File: config.mk
export PLATFORM = sky130hd
export DESIGN_NAME = a429_word_receiver
export DESIGN_NICKNAME = d
export VERILOG_FILES = /design/src/rtl/a429_rx_pkg.sv /design/src/rtl/a429_rate_tick.sv /design/src/rtl/a429_bit_slicer.sv /design/src/rtl/a429_word_framer.sv /design/src/rtl/a429_word_receiver.sv
export SDC_FILE = /design/constraint.sdc
export NUM_CORES = 1
export LEC_CHECK = 0
export BUFFER_PORTS_ARGS = -buffer_cell sky130_fd_sc_hd__buf_4
export CAP_MARGIN = 0
export CORE_MARGIN = 2
export CORE_UTILIZATION = 50
export CTS_CLUSTER_DIAMETER = 30
export DETAILED_ROUTE_END_ITERATION = 7
export PLACE_DENSITY_LB_ADDON = 0.12
export SLEW_MARGIN = 0
export SYNTH_ARGS = -nofsm -noshare
export SYNTH_HDL_FRONTEND = slang
export SYNTH_SLANG_ARGS = --single-unit
export TNS_END_PERCENT = 100
File: constraint.sdc
create_clock -name clk -period 3.3 [get_ports clk]
set_input_delay 0.99 -clock clk [delete_from_list [all_inputs] [get_ports clk]]
set_output_delay 0.99 -clock clk [all_outputs]
set_load 0.01 [all_outputs]
File: src/rtl/a429_rx_pkg.sv
package a429_rx_pkg;

  localparam int WORD_LONG  = 32;
  localparam int WORD_SHORT = 25;
  localparam int HALF_W     = 16;

  typedef enum logic [1:0] {
    SYM_NULL = 2'd0,
    SYM_ONE  = 2'd1,
    SYM_ZERO = 2'd2
  } line_sym_t;

  // Map the two leg levels to a line symbol.
  function automatic line_sym_t classify_legs(input logic hi, input logic lo);
    if (hi && !lo) return SYM_ONE;
    if (!hi && lo) return SYM_ZERO;
    return SYM_NULL;
  endfunction

  // 1 for an even count of ones over the active word length.
  function automatic logic parity_status(input logic [WORD_LONG-1:0] w, input logic short_fmt);
    logic [WORD_LONG-1:0] m;
    m = short_fmt ? (w & {{(WORD_LONG-WORD_SHORT){1'b0}}, {WORD_SHORT{1'b1}}}) : w;
    return ~(^m);
  endfunction

  // w[k-1] holds word bit k.
  function automatic logic [HALF_W-1:0] first_half(input logic [WORD_LONG-1:0] w,
                                                   input logic ps, input logic short_fmt);
    logic [HALF_W-1:0] h;
    h = '0;
    for (int j = 0; j < 8; j++) h[7-j] = w[j];
    h[8] = ps;
    if (!short_fmt) begin
      h[9]  = w[29];
      h[10] = w[30];
      h[11] = w[8];
      h[12] = w[9];
      h[13] = w[10];
      h[14] = w[11];
      h[15] = w[12];
    end
    return h;
  endfunction

  function automatic logic [HALF_W-1:0] second_half(input logic [WORD_LONG-1:0] w,
                                                    input logic short_fmt);
    return short_fmt ? w[23:8] : w[28:13];
  endfunction

endpackage

File: src/rtl/a429_rate_tick.sv
module a429_rate_tick #(
  parameter int FAST_DIV    = 10,
  parameter int SLOW_FACTOR = 8
) (
  input  logic clk,
  input  logic rst_n,
  input  logic slow_sel,
  output logic sample_tick
);
  localparam int MAX_DIV = FAST_DIV * SLOW_FACTOR;
  localparam int CW      = $clog2(MAX_DIV);

  logic [CW-1:0] div_cnt;
  logic [CW-1:0] div_limit;

  assign div_limit = slow_sel ? CW'(MAX_DIV - 1) : CW'(FAST_DIV - 1);

  always_ff @(posedge clk) begin
    if (!rst_n) begin
      div_cnt     <= '0;
      sample_tick <= 1'b0;
    end else begin
      sample_tick <= 1'b0;
      if (div_cnt >= div_limit) begin
        div_cnt     <= '0;
        sample_tick <= 1'b1;
      end else begin
        div_cnt <= div_cnt + 1'b1;
      end
    end
  end

  AST_TICK_NOT_BACK_TO_BACK: assert property (@(posedge clk) disable iff (!rst_n)
    sample_tick |=> !sample_tick);

endmodule

File: src/rtl/a429_bit_slicer.sv
module a429_bit_slicer
  import a429_rx_pkg::*;
#(
  parameter int OVERSAMPLE     = 10,
  parameter int MAJORITY       = 3,
  parameter int GAP_LIMIT_BITS = 2
) (
  input  logic clk,
  input  logic rst_n,
  input  logic sample_tick,
  input  logic leg_hi,
  input  logic leg_lo,
  output logic bit_valid,
  output logic bit_value,
  output logic null_long
);
  localparam int GAP_SAMPLES = OVERSAMPLE * GAP_LIMIT_BITS;
  localparam int NW          = $clog2(GAP_SAMPLES + 2);
  localparam int RW          = $clog2(OVERSAMPLE + 1);

  line_sym_t     sym_now;
  line_sym_t     sym_prev;
  logic [RW-1:0] run_len;
  logic [RW-1:0] run_next;
  logic          armed;
  logic [NW-1:0] null_run;

  assign sym_now = classify_legs(leg_hi, leg_lo);

  always_comb begin
    if (sym_now == sym_prev)
      run_next = (run_len == RW'(OVERSAMPLE)) ? run_len : run_len + 1'b1;
    else
      run_next = RW'(1);
  end

  always_ff @(posedge clk) begin
    if (!rst_n) begin
      sym_prev  <= SYM_NULL;
      run_len   <= '0;
      armed     <= 1'b1;
      null_run  <= '0;
      bit_valid <= 1'b0;
      bit_value <= 1'b0;
    end else begin
      bit_valid <= 1'b0;
      if (sample_tick) begin
        sym_prev <= sym_now;
        if (sym_now == SYM_NULL) begin
          run_len <= '0;
          armed   <= 1'b1;
          if (null_run != NW'(GAP_SAMPLES + 1)) null_run <= null_run + 1'b1;
        end else begin
          null_run <= '0;
          run_len  <= run_next;
          if (armed && run_next == RW'(MAJORITY)) begin
            bit_valid <= 1'b1;
            bit_value <= (sym_now == SYM_ONE);
            armed     <= 1'b0;
          end
        end
      end
    end
  end

  assign null_long = (null_run > NW'(GAP_SAMPLES));

  AST_BIT_ONLY_AFTER_TICK: assert property (@(posedge clk) disable iff (!rst_n)
    bit_valid |-> $past(sample_tick));

endmodule

File: src/rtl/a429_word_framer.sv
module a429_word_framer
  import a429_rx_pkg::*;
(
  input  logic                 clk,
  input  logic                 rst_n,
  input  logic                 short_fmt,
  input  logic                 bit_valid,
  input  logic                 bit_value,
  input  logic                 null_long,
  output logic                 word_done,
  output logic [WORD_LONG-1:0] word_bits,
  output logic                 abort_evt
);
  localparam int CNTW = $clog2(WORD_LONG + 1);

  logic [CNTW-1:0] bit_cnt;
  logic [CNTW-1:0] word_len;
  logic [CNTW-1:0] cnt_inc;

  assign word_len  = short_fmt ? CNTW'(WORD_SHORT) : CNTW'(WORD_LONG);
  assign cnt_inc   = bit_cnt + 1'b1;
  assign abort_evt = null_long && (bit_cnt != '0);

  always_ff @(posedge clk) begin
    if (!rst_n) begin
      bit_cnt   <= '0;
      word_bits <= '0;
      word_done <= 1'b0;
    end else begin
      word_done <= 1'b0;
      if (abort_evt) begin
        bit_cnt   <= '0;
        word_bits <= '0;
      end else if (bit_valid) begin
        word_bits[bit_cnt[CNTW-2:0]] <= bit_value;
        if (cnt_inc >= word_len) begin
          bit_cnt   <= '0;
          word_done <= 1'b1;
        end else begin
          bit_cnt <= cnt_inc;
        end
      end
    end
  end

  AST_COUNT_INSIDE_WORD: assert property (@(posedge clk) disable iff (!rst_n)
    bit_cnt < CNTW'(WORD_LONG));
  AST_ABORT_NO_COMPLETION: assert property (@(posedge clk) disable iff (!rst_n)
    abort_evt |=> !word_done);

endmodule

File: src/rtl/a429_word_receiver.sv
module a429_word_receiver
  import a429_rx_pkg::*;
#(
  parameter int FAST_DIV       = 10,
  parameter int SLOW_FACTOR    = 8,
  parameter int OVERSAMPLE     = 10,
  parameter int MAJORITY       = 3,
  parameter int GAP_LIMIT_BITS = 2,
  parameter bit LOOP_SWAP      = 1'b0
) (
  input  logic        clk,
  input  logic        rst_n,
  input  logic        line_hi,
  input  logic        line_lo,
  input  logic        loop_hi,
  input  logic        loop_lo,
  input  logic        cfg_selftest_n,
  input  logic        cfg_slow_rate,
  input  logic        cfg_short_word,
  input  logic        cfg_match_en,
  input  logic        cfg_match_x,
  input  logic        cfg_match_y,
  input  logic        rd_half,
  input  logic        rd_strobe,
  output logic [15:0] rd_data,
  output logic        word_ready
);
  logic                 sample_tick;
  logic                 lp_hi, lp_lo;
  logic                 rx_hi, rx_lo;
  logic                 bit_valid, bit_value, null_long;
  logic                 word_done, abort_evt;
  logic [WORD_LONG-1:0] word_bits;
  logic                 match_ok, accept_evt, drop_evt, clear_evt;
  logic [WORD_LONG-1:0] hold_bits;
  logic                 hold_ps, hold_short;

  generate
    if (LOOP_SWAP) begin : g_loop_inv
      assign lp_hi = loop_lo;
      assign lp_lo = loop_hi;
    end else begin : g_loop_true
      assign lp_hi = loop_hi;
      assign lp_lo = loop_lo;
    end
  endgenerate

  assign rx_hi = cfg_selftest_n ? line_hi : lp_hi;
  assign rx_lo = cfg_selftest_n ? line_lo : lp_lo;

  a429_rate_tick #(.FAST_DIV(FAST_DIV), .SLOW_FACTOR(SLOW_FACTOR)) i_tick (
    .clk(clk), .rst_n(rst_n), .slow_sel(cfg_slow_rate), .sample_tick(sample_tick));

  a429_bit_slicer #(.OVERSAMPLE(OVERSAMPLE), .MAJORITY(MAJORITY),
                    .GAP_LIMIT_BITS(GAP_LIMIT_BITS)) i_slicer (
    .clk(clk), .rst_n(rst_n), .sample_tick(sample_tick), .leg_hi(rx_hi), .leg_lo(rx_lo),
    .bit_valid(bit_valid), .bit_value(bit_value), .null_long(null_long));

  a429_word_framer i_framer (
    .clk(clk), .rst_n(rst_n), .short_fmt(cfg_short_word), .bit_valid(bit_valid),
    .bit_value(bit_value), .null_long(null_long), .word_done(word_done),
    .word_bits(word_bits), .abort_evt(abort_evt));

  // Named events for the checks below.
  assign match_ok   = (word_bits[8] == cfg_match_x) && (word_bits[9] == cfg_match_y);
  assign accept_evt = word_done && (cfg_short_word || !cfg_match_en || match_ok);
  assign drop_evt   = word_done && !accept_evt;
  assign clear_evt  = rd_strobe && rd_half;

  always_ff @(posedge clk) begin
    if (!rst_n) begin
      hold_bits  <= '0;
      hold_ps    <= 1'b0;
      hold_short <= 1'b0;
      word_ready <= 1'b0;
    end else begin
      if (accept_evt) begin
        hold_bits  <= word_bits;
        hold_ps    <= parity_status(word_bits, cfg_short_word);
        hold_short <= cfg_short_word;
        word_ready <= 1'b1;
      end else if (clear_evt) begin
        word_ready <= 1'b0;
      end
    end
  end

  always_comb begin
    if (!rd_strobe)  rd_data = '0;
    else if (rd_half) rd_data = second_half(hold_bits, hold_short);
    else              rd_data = first_half(hold_bits, hold_ps, hold_short);
  end

  AST_ACCEPT_SETS_READY: assert property (@(posedge clk) disable iff (!rst_n)
    accept_evt |=> word_ready);
  AST_READY_FROM_ACCEPT: assert property (@(posedge clk) disable iff (!rst_n)
    $rose(word_ready) |-> $past(accept_evt));
  AST_DROP_KEEPS_HOLD: assert property (@(posedge clk) disable iff (!rst_n)
    drop_evt |=> $stable(hold_bits));
  AST_SECOND_READ_CLEARS: assert property (@(posedge clk) disable iff (!rst_n)
    (clear_evt && !accept_evt) |=> !word_ready);
  AST_FIRST_READ_KEEPS: assert property (@(posedge clk) disable iff (!rst_n)
    (rd_strobe && !rd_half && word_ready) |=> word_ready);

endmodule

**Word level (Yosys, flattened, before mapping)**

Cells that the tools add are included.
W data, S select, Z words.

- Input bits: 14
- Register bits: 95
- Output and inout bits: 17

- Multiplexer cells: 32
- Equal/unequal tests: 8
- Reduce and logical (&&, ||, !) cells: 25
- Bitwise logic cells: 5
- Add/sub/neg operators: 4
- Order comparisons: 5

Operators with widths:

| kind | number |
|---|---|
| $mux W16 | 3 |
| $bwmux W32 | 1 |
| $mux W32 | 1 |
| $reduce_xor A32 Y1 | 1 |
| $mux W7 | 2 |
| $mux W1 | 13 |
| $mux W4 | 3 |
| $mux W6 | 2 |
| $mux W5 | 2 |
| $logic_and A1 B1 Y1 | 8 |
| $mux W2 | 4 |
| $add A7 B1 Y7 const B | 1 |
| $ge A7 B7 Y1 | 1 |
| $add A6 B1 Y6 const B | 1 |
| $ge A6 B6 Y1 | 1 |
| $lt A5 B6 Y1 const B | 1 |
| $reduce_bool A6 Y1 | 1 |
| $reduce_or A3 Y1 | 2 |
| $add A5 B1 Y5 const B | 1 |
| $demux W1 S5 | 1 |
| $ge A5 B1 Y1 const B | 1 |
| $gt A5 B5 Y1 const B | 1 |
| $ne A5 B5 Y1 const B | 1 |
| $not A1 Y1 | 5 |
| other kinds (14) | 21 |

**Logic depth before layout (Yosys ltp)**

Gate-level depths: netlist of the first run.

- Word-level depth: 13
- Mapped depth: 10

**Hierarchy**

A second synthesis of the first run with hierarchy kept.

- Cells, all modules: 586
- Area total of the unflattened synthesis: 5158.7 sq um

Modules (own cells, without submodules):

| module | cells each | area an instance (sq um) | instances |
|---|---|---|---|
| a429_word_receiver | 211 | 2029.4 | 1 |
| a429_word_framer | 243 | 1923.1 | 1 |
| a429_bit_slicer | 92 | 822.0 | 1 |
| a429_rate_tick | 40 | 384.1 | 1 |

**Worst setup path before layout of the first run**

No wires, ideal clock.

- Path type: input to output
- From: in rd_half
- To: out rd_data[8]
- Stages: 5
- Arrival: 2123 ps
- Path slack: 187 ps
- Required time: 2310 ps
- Path through: clkbuf_1 buf_1 clkbuf_1 nand2_1 o211a_1

- Cells in the longest elaborated chain, start to end: 2

Ends and longest elaborated chain:

| what | line | text |
|---|---|---|
| start, declared | a429_word_receiver.sv:23 | `input logic rd_half,` |
| $mux W16 | a429_word_receiver.sv:90 | `else if (rd_half) rd_data = second_half(hold_bits, hold_short);` |
| $mux W16 | a429_word_receiver.sv:89 | `if (!rd_strobe) rd_data = '0;` |
| end, declared | a429_word_receiver.sv:25 | `output logic [15:0] rd_data,` |

No other way between the ends.

**Worst setup path after layout of the first run**

- From: in rd_half
- To: out rd_data[10]

Same word-level chain as after synthesis.

==> impl_metrics.py, run 1 <==
metrics = {
    "status": {
        "outcome": "completed",
    },
    "pwr": {
        "power.density_nw_per_um2": 411,
        "p_sw_share_pct": 21.1,
        "power_frac_clock_pct": 44.0,
        "seqPwrFrac_pct": 51.4,
        "peakVddDrop_mv": 0.252,
        "leakage_nw": 2.03,
        "p_comb_share_pct": 4.7,
        "p_switching_uw": 474,
        "p_int_mw": 1.77,
    },
    "synth": {
        "synth_cell_type_count": 44,
        "syn_nets": 652,
        "yosysTopAreaCell": "dfxtp_1",
        "synth_top_area_share_pct": 38.6,
        "synthFlopType": "dfxtp_1",
        "ys_seq_area_share_pct": 38.6,
        "synth_area_per_cell_um2": 7.95,
        "ys_ff_latch": 95,
        "yosysWarnings": 0,
        "synthCells": 619,
        "syn_area_um2": 4920,
        "ys_top_cells_by_area": "dfxtp_1 39%, a21oi_1 7.6%, nand2_1 7.2%, nand3_1 5.0%, ha_1 4.8%",
        "synth_edf_count": 0,
        "synthArstFlopShare_pct": 0,
    },
    "timing": {
        "slew_violations": 0,
        "min_period_ps": 2930,
        "final.setup_skew_ps": 10.2,
        "slew_headroom_pct": 25.9,
        "fin_crit_sh_pct": 88.8,
        "tightest_slew_ps": 1110,
        "setup-tns-final_ps": 0,
        "max_freq_mhz": 341,
        "finalHoldViolCount": 0,
        "finalSetupViolCount": 0,
        "rsz0062_at_grt": "false",
    },
    "worst_setup_path": {
        "critPathKind": "in2out",
        "crit_arrival_ps": 1940,
        "cp_max_fo": 33,
        "rr_worst_depth": 9,
        "r2r_end": "i_framer.bit_cnt[2]$_SDFFE_PP0P_",
        "crit_start": "rd_half",
        "r2r_start": "i_framer.bit_cnt[2]$_SDFFE_PP0P_",
        "r2r_slack_ps": 810,
        "critPathRequiredTime_ps": 2310,
        "crit_end": "rd_data[10]",
        "start_kind": "primary input",
        "endpoint_kind": "primary output",
    },
    "clock_network": {
        "cts_max_level": 3,
        "cts_tree": "built",
        "cts-hold-fix-buffers": 0,
        "ctsResizeCount": 0,
        "insertion_delay_ps": 370,
        "cts_root_buf": "clkbuf_8",
        "cts.sinks": 95,
        "cts_made_buffers": 9,
        "post_cts_buffers": 0,
        "clockBufferDepth": 2,
        "clkTransAtPathRegs_ps": 80,
    },
    "routing": {
        "routed-via-count": 4138,
        "drtIter0Drc": 220,
        "avgViaCountPerCell": 5.42,
        "ant_nets": 0,
        "wl_per_cell_um": 14.4,
        "drt_wl_total_mm": 11.0,
        "drc": 0,
        "firstDrtPassIters": 5,
    },
    "floorplanning": {
        "rows": 36,
        "dieArea_um2": 10700,
        "die_h_um": 103,
        "die_width_um": 103,
        "io_pins": 31,
        "initial_core_util_pct": 50.8,
        "coreArea_um2": 9680,
    },
    "finish": {
        "area_growth_pct": 11.0,
        "fin_util_pct": 56.4,
        "nNetsFinal": 658,
        "layout_common_cells": "95 x dfxtp_1, 94 x nand2_1, 75 x a21oi_1",
        "instances_no_fill": 763,
        "final_common_cell": "dfxtp_1",
        "drive_gt1_share_pct": 8.41,
        "diodes": 0,
    },
    "global_routing": {
        "antenna_found_initial": 0,
        "grt_max_degree": 36,
        "grt-ovfl-total": 0,
        "grt_pass1_wl_mm": 17.9,
        "grt_pass1_vias": 3588,
        "grt_usage_pct": 21.8,
    },
    "placement": {
        "dp.cells": 747,
        "hpwlAfterDp_mm": 7.75,
        "portBuffers": 30,
        "place.gp.congestion": 0.799,
    },
    "flow_run": {
        "max_cap_violations": 0,
    },
    "min_path": {
        "holdCritPathClass": "reg2reg",
    },
}
## worst max-delay path, stage by stage
cell	delay, ps
buf_4	310
mux2i_1	260
o21ai_0	90
and2_1	150
buf_4	130
## flip-flops by register name, summed over array words and instances (netlist names), 2 cells and up
| register | cells |
|---|---|
| hold_bits | 31 |
| i_framer.bit_cnt | 6 |
| i_framer.word_bits | 32 |
| i_slicer.null_run | 5 |
| i_slicer.run_len | 4 |
| i_slicer.sym_prev | 2 |
| i_tick.div_cnt | 7 |
## per-stage QoR
stage | total power [mW] | setup slack (ps) | cell area [um^2] | hold WS [ps]
floorplan | 1.25 | 187 | 4920 | 426
global placement | 1.28 | 423 | 5200 | 445
detailed placement | 1.28 | 356 | 5200 | 447
CTS | 2.26 | 353 | 5460 | 459
global route | 2.32 | 278 | 5460 | 475
finish | 2.24 | 370 | 5460 | 457
## synth_stat cells (5+ instances only)
cell      instances
a21oi_1          75
nor2_1           53
and2_1            7
nand4_1           7
mux2i_1          21
nand2b_1          7
dfxtp_1          95
nand3_1          49
inv_1            11
nand2_1          94
ha_1             19
clkbuf_1         33
o211a_1           9
xnor2_1          27
buf_2             6
o21ai_0          39
and3_1            5
xor2_1           12
## layout make-up
cell class                 instances  area [um^2]
clock buffer                      10          128
clock inverter                     6          133
fill                             948         4220
inverter                          12         45.0
multi-input combinational        470         2810
sequential                        95         1900
tap                              133          166
timing repair buffer              37          278
## worst min-delay path by stage
| stage | startpoint | slack (ps) | cells past startpoint | to |
|---|---|---|---|---|
| 6_report | hold_bits[4]$_SDFFE_PN0P_ | 460 | 2 | hold_bits[4]$_SDFFE_PN0P_ |
| 5_1_grt | hold_bits[4]$_SDFFE_PN0P_ | 480 | 2 | hold_bits[4]$_SDFFE_PN0P_ |
| 4_1_cts | hold_bits[4]$_SDFFE_PN0P_ | 460 | 2 | hold_bits[4]$_SDFFE_PN0P_ |
| 3_5_place_dp | hold_bits[4]$_SDFFE_PN0P_ | 450 | 2 | hold_bits[4]$_SDFFE_PN0P_ |
| 3_3_place_gp | i_tick.div_cnt[0]$_SDFF_PP0_ | 450 | 1 | i_tick.div_cnt[0]$_SDFF_PP0_ |
| 2_1_floorplan | i_tick.div_cnt[0]$_SDFF_PP0_ | 430 | 1 | i_tick.div_cnt[0]$_SDFF_PP0_ |
## power by group through the flow
stage          Sequential, mW  Clock [mW]  Combinational [mW]
2_1_floorplan            1.18           0              0.0690
3_3_place_gp             1.18           0               0.103
3_5_place_dp             1.18           0               0.105
4_1_cts                  1.15        1.01               0.106
5_1_grt                  1.15        1.05               0.117
6_report                 1.15       0.985               0.105
## layer usage
layer	GRT usage, %	up-vias	wire, um
li1	-	2126	-
met1	31.1	1920	5280
met2	33.3	82	5140
met3	2.82	10	381
met4	8.81	0	179
met5	0	-	0
## cell families after synthesis
kind of cell	share of synthesized area (%)
DFF	38.6
muxes	4.27
AOI/OAI and AO/OA	16.7
adders and majority gates	4.83
xor gates and xnor gates	8.77
buffers and inverters	4.27
and+or+nand+nor	22.5
Note: power is estimated with default switching activity, not from simulation.
==> run 2: changes to the inputs <==
CORE_ASPECT_RATIO = 1.4   (was default)
==> run 2 against run 1 <==
Setup slack lost 21 ps. Final area is the same. Combinational power is essentially flat. Highest routed layer unchanged.
==> impl_metrics.py, run 2 (synthesized netlist as in run 1, its figures left out) <==
metrics = {
    "status": {
        "outcome": "completed",
    },
    "timing": {
        "rsz0062_at_grt": "false",
        "finalWorstSetupSlack_ps": 349,
        "tightest_slew_ps": 1090,
        "finalSetupViolCount": 0,
        "finalHoldViolCount": 0,
        "min_period_ps": 2950,
        "setup-tns-final_ps": 0,
        "slew_headroom_pct": 27.0,
        "slew_violations": 0,
        "final.setup_skew_ps": 6.90,
        "fin_crit_sh_pct": 89.4,
        "max_freq_mhz": 339,
        "hold_ws_ps": 454,
    },
    "global_routing": {
        "grt_max_degree": 36,
        "grt-ovfl-total": 0,
        "grt_pass1_vias": 3884,
        "grt_pass1_wl_mm": 18.5,
        "grt_usage_pct": 21.9,
        "antenna_found_initial": 0,
    },
    "finish": {
        "reg_top3": "i_framer.word_bits x32, hold_bits x31, i_tick.div_cnt x7",
        "largest_reg_flops": 32,
        "final_common_cell": "dfxtp_1",
        "drive_gt1_share_pct": 8.10,
        "area_growth_pct": 11.0,
        "fin_util_pct": 57.4,
        "diodes": 0,
        "final_cell_area_um2": 5460,
        "nNetsFinal": 660,
        "largest_register": "i_framer.word_bits",
        "num-fill-cells": 924,
        "layout_common_cells": "95 x dfxtp_1, 94 x nand2_1, 75 x a21oi_1",
        "instances_no_fill": 762,
    },
    "clock_network": {
        "cts_max_level": 3,
        "cts_root_buf": "clkbuf_16",
        "post_cts_buffers": 0,
        "cts-hold-fix-buffers": 0,
        "cts_tree": "built",
        "cts.sinks": 95,
        "insertion_delay_ps": 340,
        "clockBufferDepth": 2,
        "cts_made_buffers": 9,
        "clkTransAtPathRegs_ps": 60,
        "ctsResizeCount": 0,
    },
    "routing": {
        "firstDrtPassIters": 4,
        "avgViaCountPerCell": 5.44,
        "wl_per_cell_um": 14.6,
        "ant_nets": 0,
        "routed-via-count": 4147,
        "drtIter0Drc": 239,
        "drc": 0,
        "drt_wl_total_mm": 11.1,
    },
    "floorplanning": {
        "die_h_um": 121,
        "dieArea_um2": 10700,
        "rows": 42,
        "io_pins": 31,
        "initial_core_util_pct": 51.7,
        "coreArea_um2": 9510,
        "die_width_um": 87.9,
    },
    "worst_setup_path": {
        "critPathKind": "in2out",
        "start_kind": "primary input",
        "r2r_slack_ps": 870,
        "endpoint_kind": "primary output",
        "cp_max_fo": 33,
        "critPathRequiredTime_ps": 2310,
        "crit_arrival_ps": 1960,
    },
    "min_path": {
        "holdCritPathClass": "reg2reg",
    },
    "pwr": {
        "peakVddDrop_mv": 0.287,
        "leakage_nw": 2.04,
        "power.density_nw_per_um2": 396,
        "total_power_mw": 2.16,
    },
    "placement": {
        "place.gp.congestion": 0.794,
        "portBuffers": 30,
        "preCtsSetupSlack_ps": 343,
        "dp.cells": 748,
        "hpwlAfterDp_mm": 8.14,
        "place_area_um2": 5220,
    },
    "flow_run": {
        "max_cap_violations": 0,
    },
}
## run 2: cell types whose count changed in the layout (fill, tap and decap cells not counted)
cell	delta
bufinv_16	-4
clkinvlp_4	-1
buf_4	+2
clkinv_2	+1
clkbuf_16	+9
clkbuf_8	-9
clkbuf_1	+2
## run 2: cell type report
type                       count  area, um^2  area share (%)
multi-input combinational    470        2810            51.5
sequential                    95        1900            34.8
timing repair buffer          39         293            5.36
clock buffer                  12         236            4.33
tap                          132         165            3.02
inverter                      12        45.0           0.825
clock inverter                 2        10.0           0.183
## run 2: final timing paths
path	startpoint	to	cells past startpoint
min	word_ready$_SDFFE_PN0P_	word_ready$_SDFFE_PN0P_	2
min reg2reg	word_ready$_SDFFE_PN0P_	word_ready$_SDFFE_PN0P_	2
max	rd_half	rd_data[14]	5
max reg2reg	i_framer.bit_cnt[0]$_SDFFE_PP0P_	i_framer.bit_cnt[2]$_SDFFE_PP0P_	8
## run 2: routing by layer
metal  vias to the layer above  track usage (%)  wire length, um
met5                         -                0                0
met4                         0             8.37              297
met3                        17             3.13              302
met2                        58             39.5             5930
met1                      1942             25.6             4590
li1                       2130                -                -
## run 2: worst max-delay path, cell delays in order
cell and delay, ps:
buf_4 310, mux2i_1 270, o21ai_0 90, and2_1 160, buf_4 140
## run 2: report_power, final
group	switching [mW]	total (mW)	internal [mW]	leakage, nW
Clock	0.403	0.903	0.500	0.122
Sequential	0.00286	1.15	1.15	0.765
Combinational	0.0640	0.105	0.0414	1.15
==> run 3: changes to the inputs <==
CORE_UTILIZATION = 34   (was 50)
==> run 3 against run 2 <==
Global-route usage decreased by 5.8 points. Via count fell by 0.24%. Final area increased by 3.1%. Sequential power is essentially flat. Critical endpoint is now rd_data[11]. Largest cell class unchanged. Highest routed layer unchanged.
==> impl_metrics.py, run 3 (synthesized netlist as in run 1, its figures left out) <==
metrics = {
    "status": {
        "outcome": "completed",
    },
    "routing": {
        "avgViaCountPerCell": 5.05,
        "drt_wl_total_mm": 12.1,
        "firstDrtPassIters": 4,
        "ant_nets": 0,
        "drtIter0Drc": 212,
        "drc": 0,
        "wl_per_cell_um": 14.7,
        "routed-via-count": 4137,
    },
    "timing": {
        "finalSetupViolCount": 0,
        "min_period_ps": 2890,
        "fin_crit_sh_pct": 87.7,
        "slew_headroom_pct": 33.7,
        "hold_ws_ps": 455,
        "max_freq_mhz": 345,
        "rsz0062_at_grt": "false",
        "slew_violations": 0,
        "finalWorstSetupSlack_ps": 405,
        "tightest_slew_ps": 993,
        "finalHoldViolCount": 0,
        "final.setup_skew_ps": 4.97,
        "setup-tns-final_ps": 0,
    },
    "global_routing": {
        "grt_usage_pct": 16.1,
        "antenna_found_initial": 0,
        "grt-ovfl-total": 0,
        "busiest_layer": "met2",
        "grt_pass1_wl_mm": 19.9,
        "grt_use_met3_pct": 3.04,
        "grt_max_degree": 39,
        "gr-usage-met2_pct": 28.9,
        "use_met1_pct": 18.5,
        "grt_pass1_vias": 4007,
    },
    "pwr": {
        "p_int_mw": 1.94,
        "seqPwrFrac_pct": 46.5,
        "p_comb_share_pct": 4.3,
        "total_power_mw": 2.48,
        "peakVddDrop_mv": 0.206,
        "p_switching_uw": 545,
        "power_frac_clock_pct": 49.3,
        "power.density_nw_per_um2": 441,
        "leakage_nw": 2.08,
        "p_sw_share_pct": 22.0,
    },
    "floorplanning": {
        "initial_core_util_pct": 34.4,
        "coreArea_um2": 14300,
        "dieArea_um2": 15500,
        "die_h_um": 146,
        "rows": 52,
        "io_pins": 31,
        "die_width_um": 106,
    },
    "clock_network": {
        "cts-hold-fix-buffers": 0,
        "cts_tree": "built",
        "ctsResizeCount": 0,
        "cts_root_buf": "clkbuf_16",
        "insertion_delay_ps": 350,
        "clockBufferDepth": 2,
        "clkTransAtPathRegs_ps": 70,
        "post_cts_buffers": 0,
        "cts.sinks": 95,
        "cts_made_buffers": 9,
        "cts_max_level": 3,
    },
    "finish": {
        "drive_gt1_share_pct": 8.72,
        "largest_reg_flops": 32,
        "nNetsFinal": 660,
        "diodes": 0,
        "area_growth_pct": 14.4,
        "largest_register": "i_framer.word_bits",
        "layout_common_cells": "95 x dfxtp_1, 94 x nand2_1, 75 x a21oi_1",
        "reg_top3": "i_framer.word_bits x32, hold_bits x31, i_tick.div_cnt x7",
        "final_common_cell": "dfxtp_1",
        "fin_util_pct": 39.3,
    },
    "worst_setup_path": {
        "critPathKind": "in2out",
        "cp_max_fo": 33,
        "critPathRequiredTime_ps": 2310,
        "endpoint_kind": "primary output",
        "crit_arrival_ps": 1900,
        "start_kind": "primary input",
    },
    "min_path": {
        "holdCritPathClass": "reg2reg",
    },
    "placement": {
        "place.gp.congestion": 0.781,
        "hpwlAfterDp_mm": 8.83,
        "preCtsSetupSlack_ps": 383,
        "portBuffers": 30,
    },
    "flow_run": {
        "max_cap_violations": 0,
    },
}
## run 3: changes by cell type in the layout (fill, tap and decap cells not counted), sizes merged
cell,delta
bufinv,+3
clkbuf,-3
clkinvlp,+1
inv,+2
clkinv,-2
## run 3: stage by stage
| stage | cell area, um^2 | std cells |
|---|---|---|
| 4_1_cts | 5630 | 820 |
| 3_5_place_dp | 5290 | 805 |
| 6_report | 5630 | 820 |
| 2_1_floorplan | 4920 | 619 |
| 5_1_grt | 5630 | 820 |
| 3_3_place_gp | 5290 | 805 |
## run 3: critical path: stages
cell	delay [ps]
buf_4	310
mux2i_1	210
o21ai_0	70
and2_1	180
buf_4	140
## run 3: layout make-up
cell class                 instances  area, um^2
tap                              189         236
multi-input combinational        470        2810
clock buffer                       9         225
fill                            1504        8680
sequential                        95        1900
clock inverter                     6         118
inverter                          12        45.0
timing repair buffer              39         293
## run 3: path summary, 6_finish.rpt
check	cells past startpoint	end	slack (ps)	start
max	5	rd_data[11]	410	rd_half
max reg2reg	9	i_framer.bit_cnt[2]$_SDFFE_PP0P_	820	i_framer.bit_cnt[2]$_SDFFE_PP0P_
min	2	word_ready$_SDFFE_PN0P_	450	word_ready$_SDFFE_PN0P_
min reg2reg	2	word_ready$_SDFFE_PN0P_	450	word_ready$_SDFFE_PN0P_
## run 3: routing by layer
layer	vias to the layer above	routed length [um]
li1	2136	-
met1	1931	5300
met2	52	6210
met3	18	279
met4	0	297
met5	-	0
## run 3: power groups by stage
stage / logic [mW] / clock network [mW] / registers, mW
final: 0.106 / 1.22 / 1.15
after global routing: 0.119 / 1.29 / 1.15
after CTS: 0.108 / 1.24 / 1.15
after detailed placement: 0.108 / 0 / 1.18
after global placement: 0.106 / 0 / 1.18
after floorplan: 0.0690 / 0 / 1.18
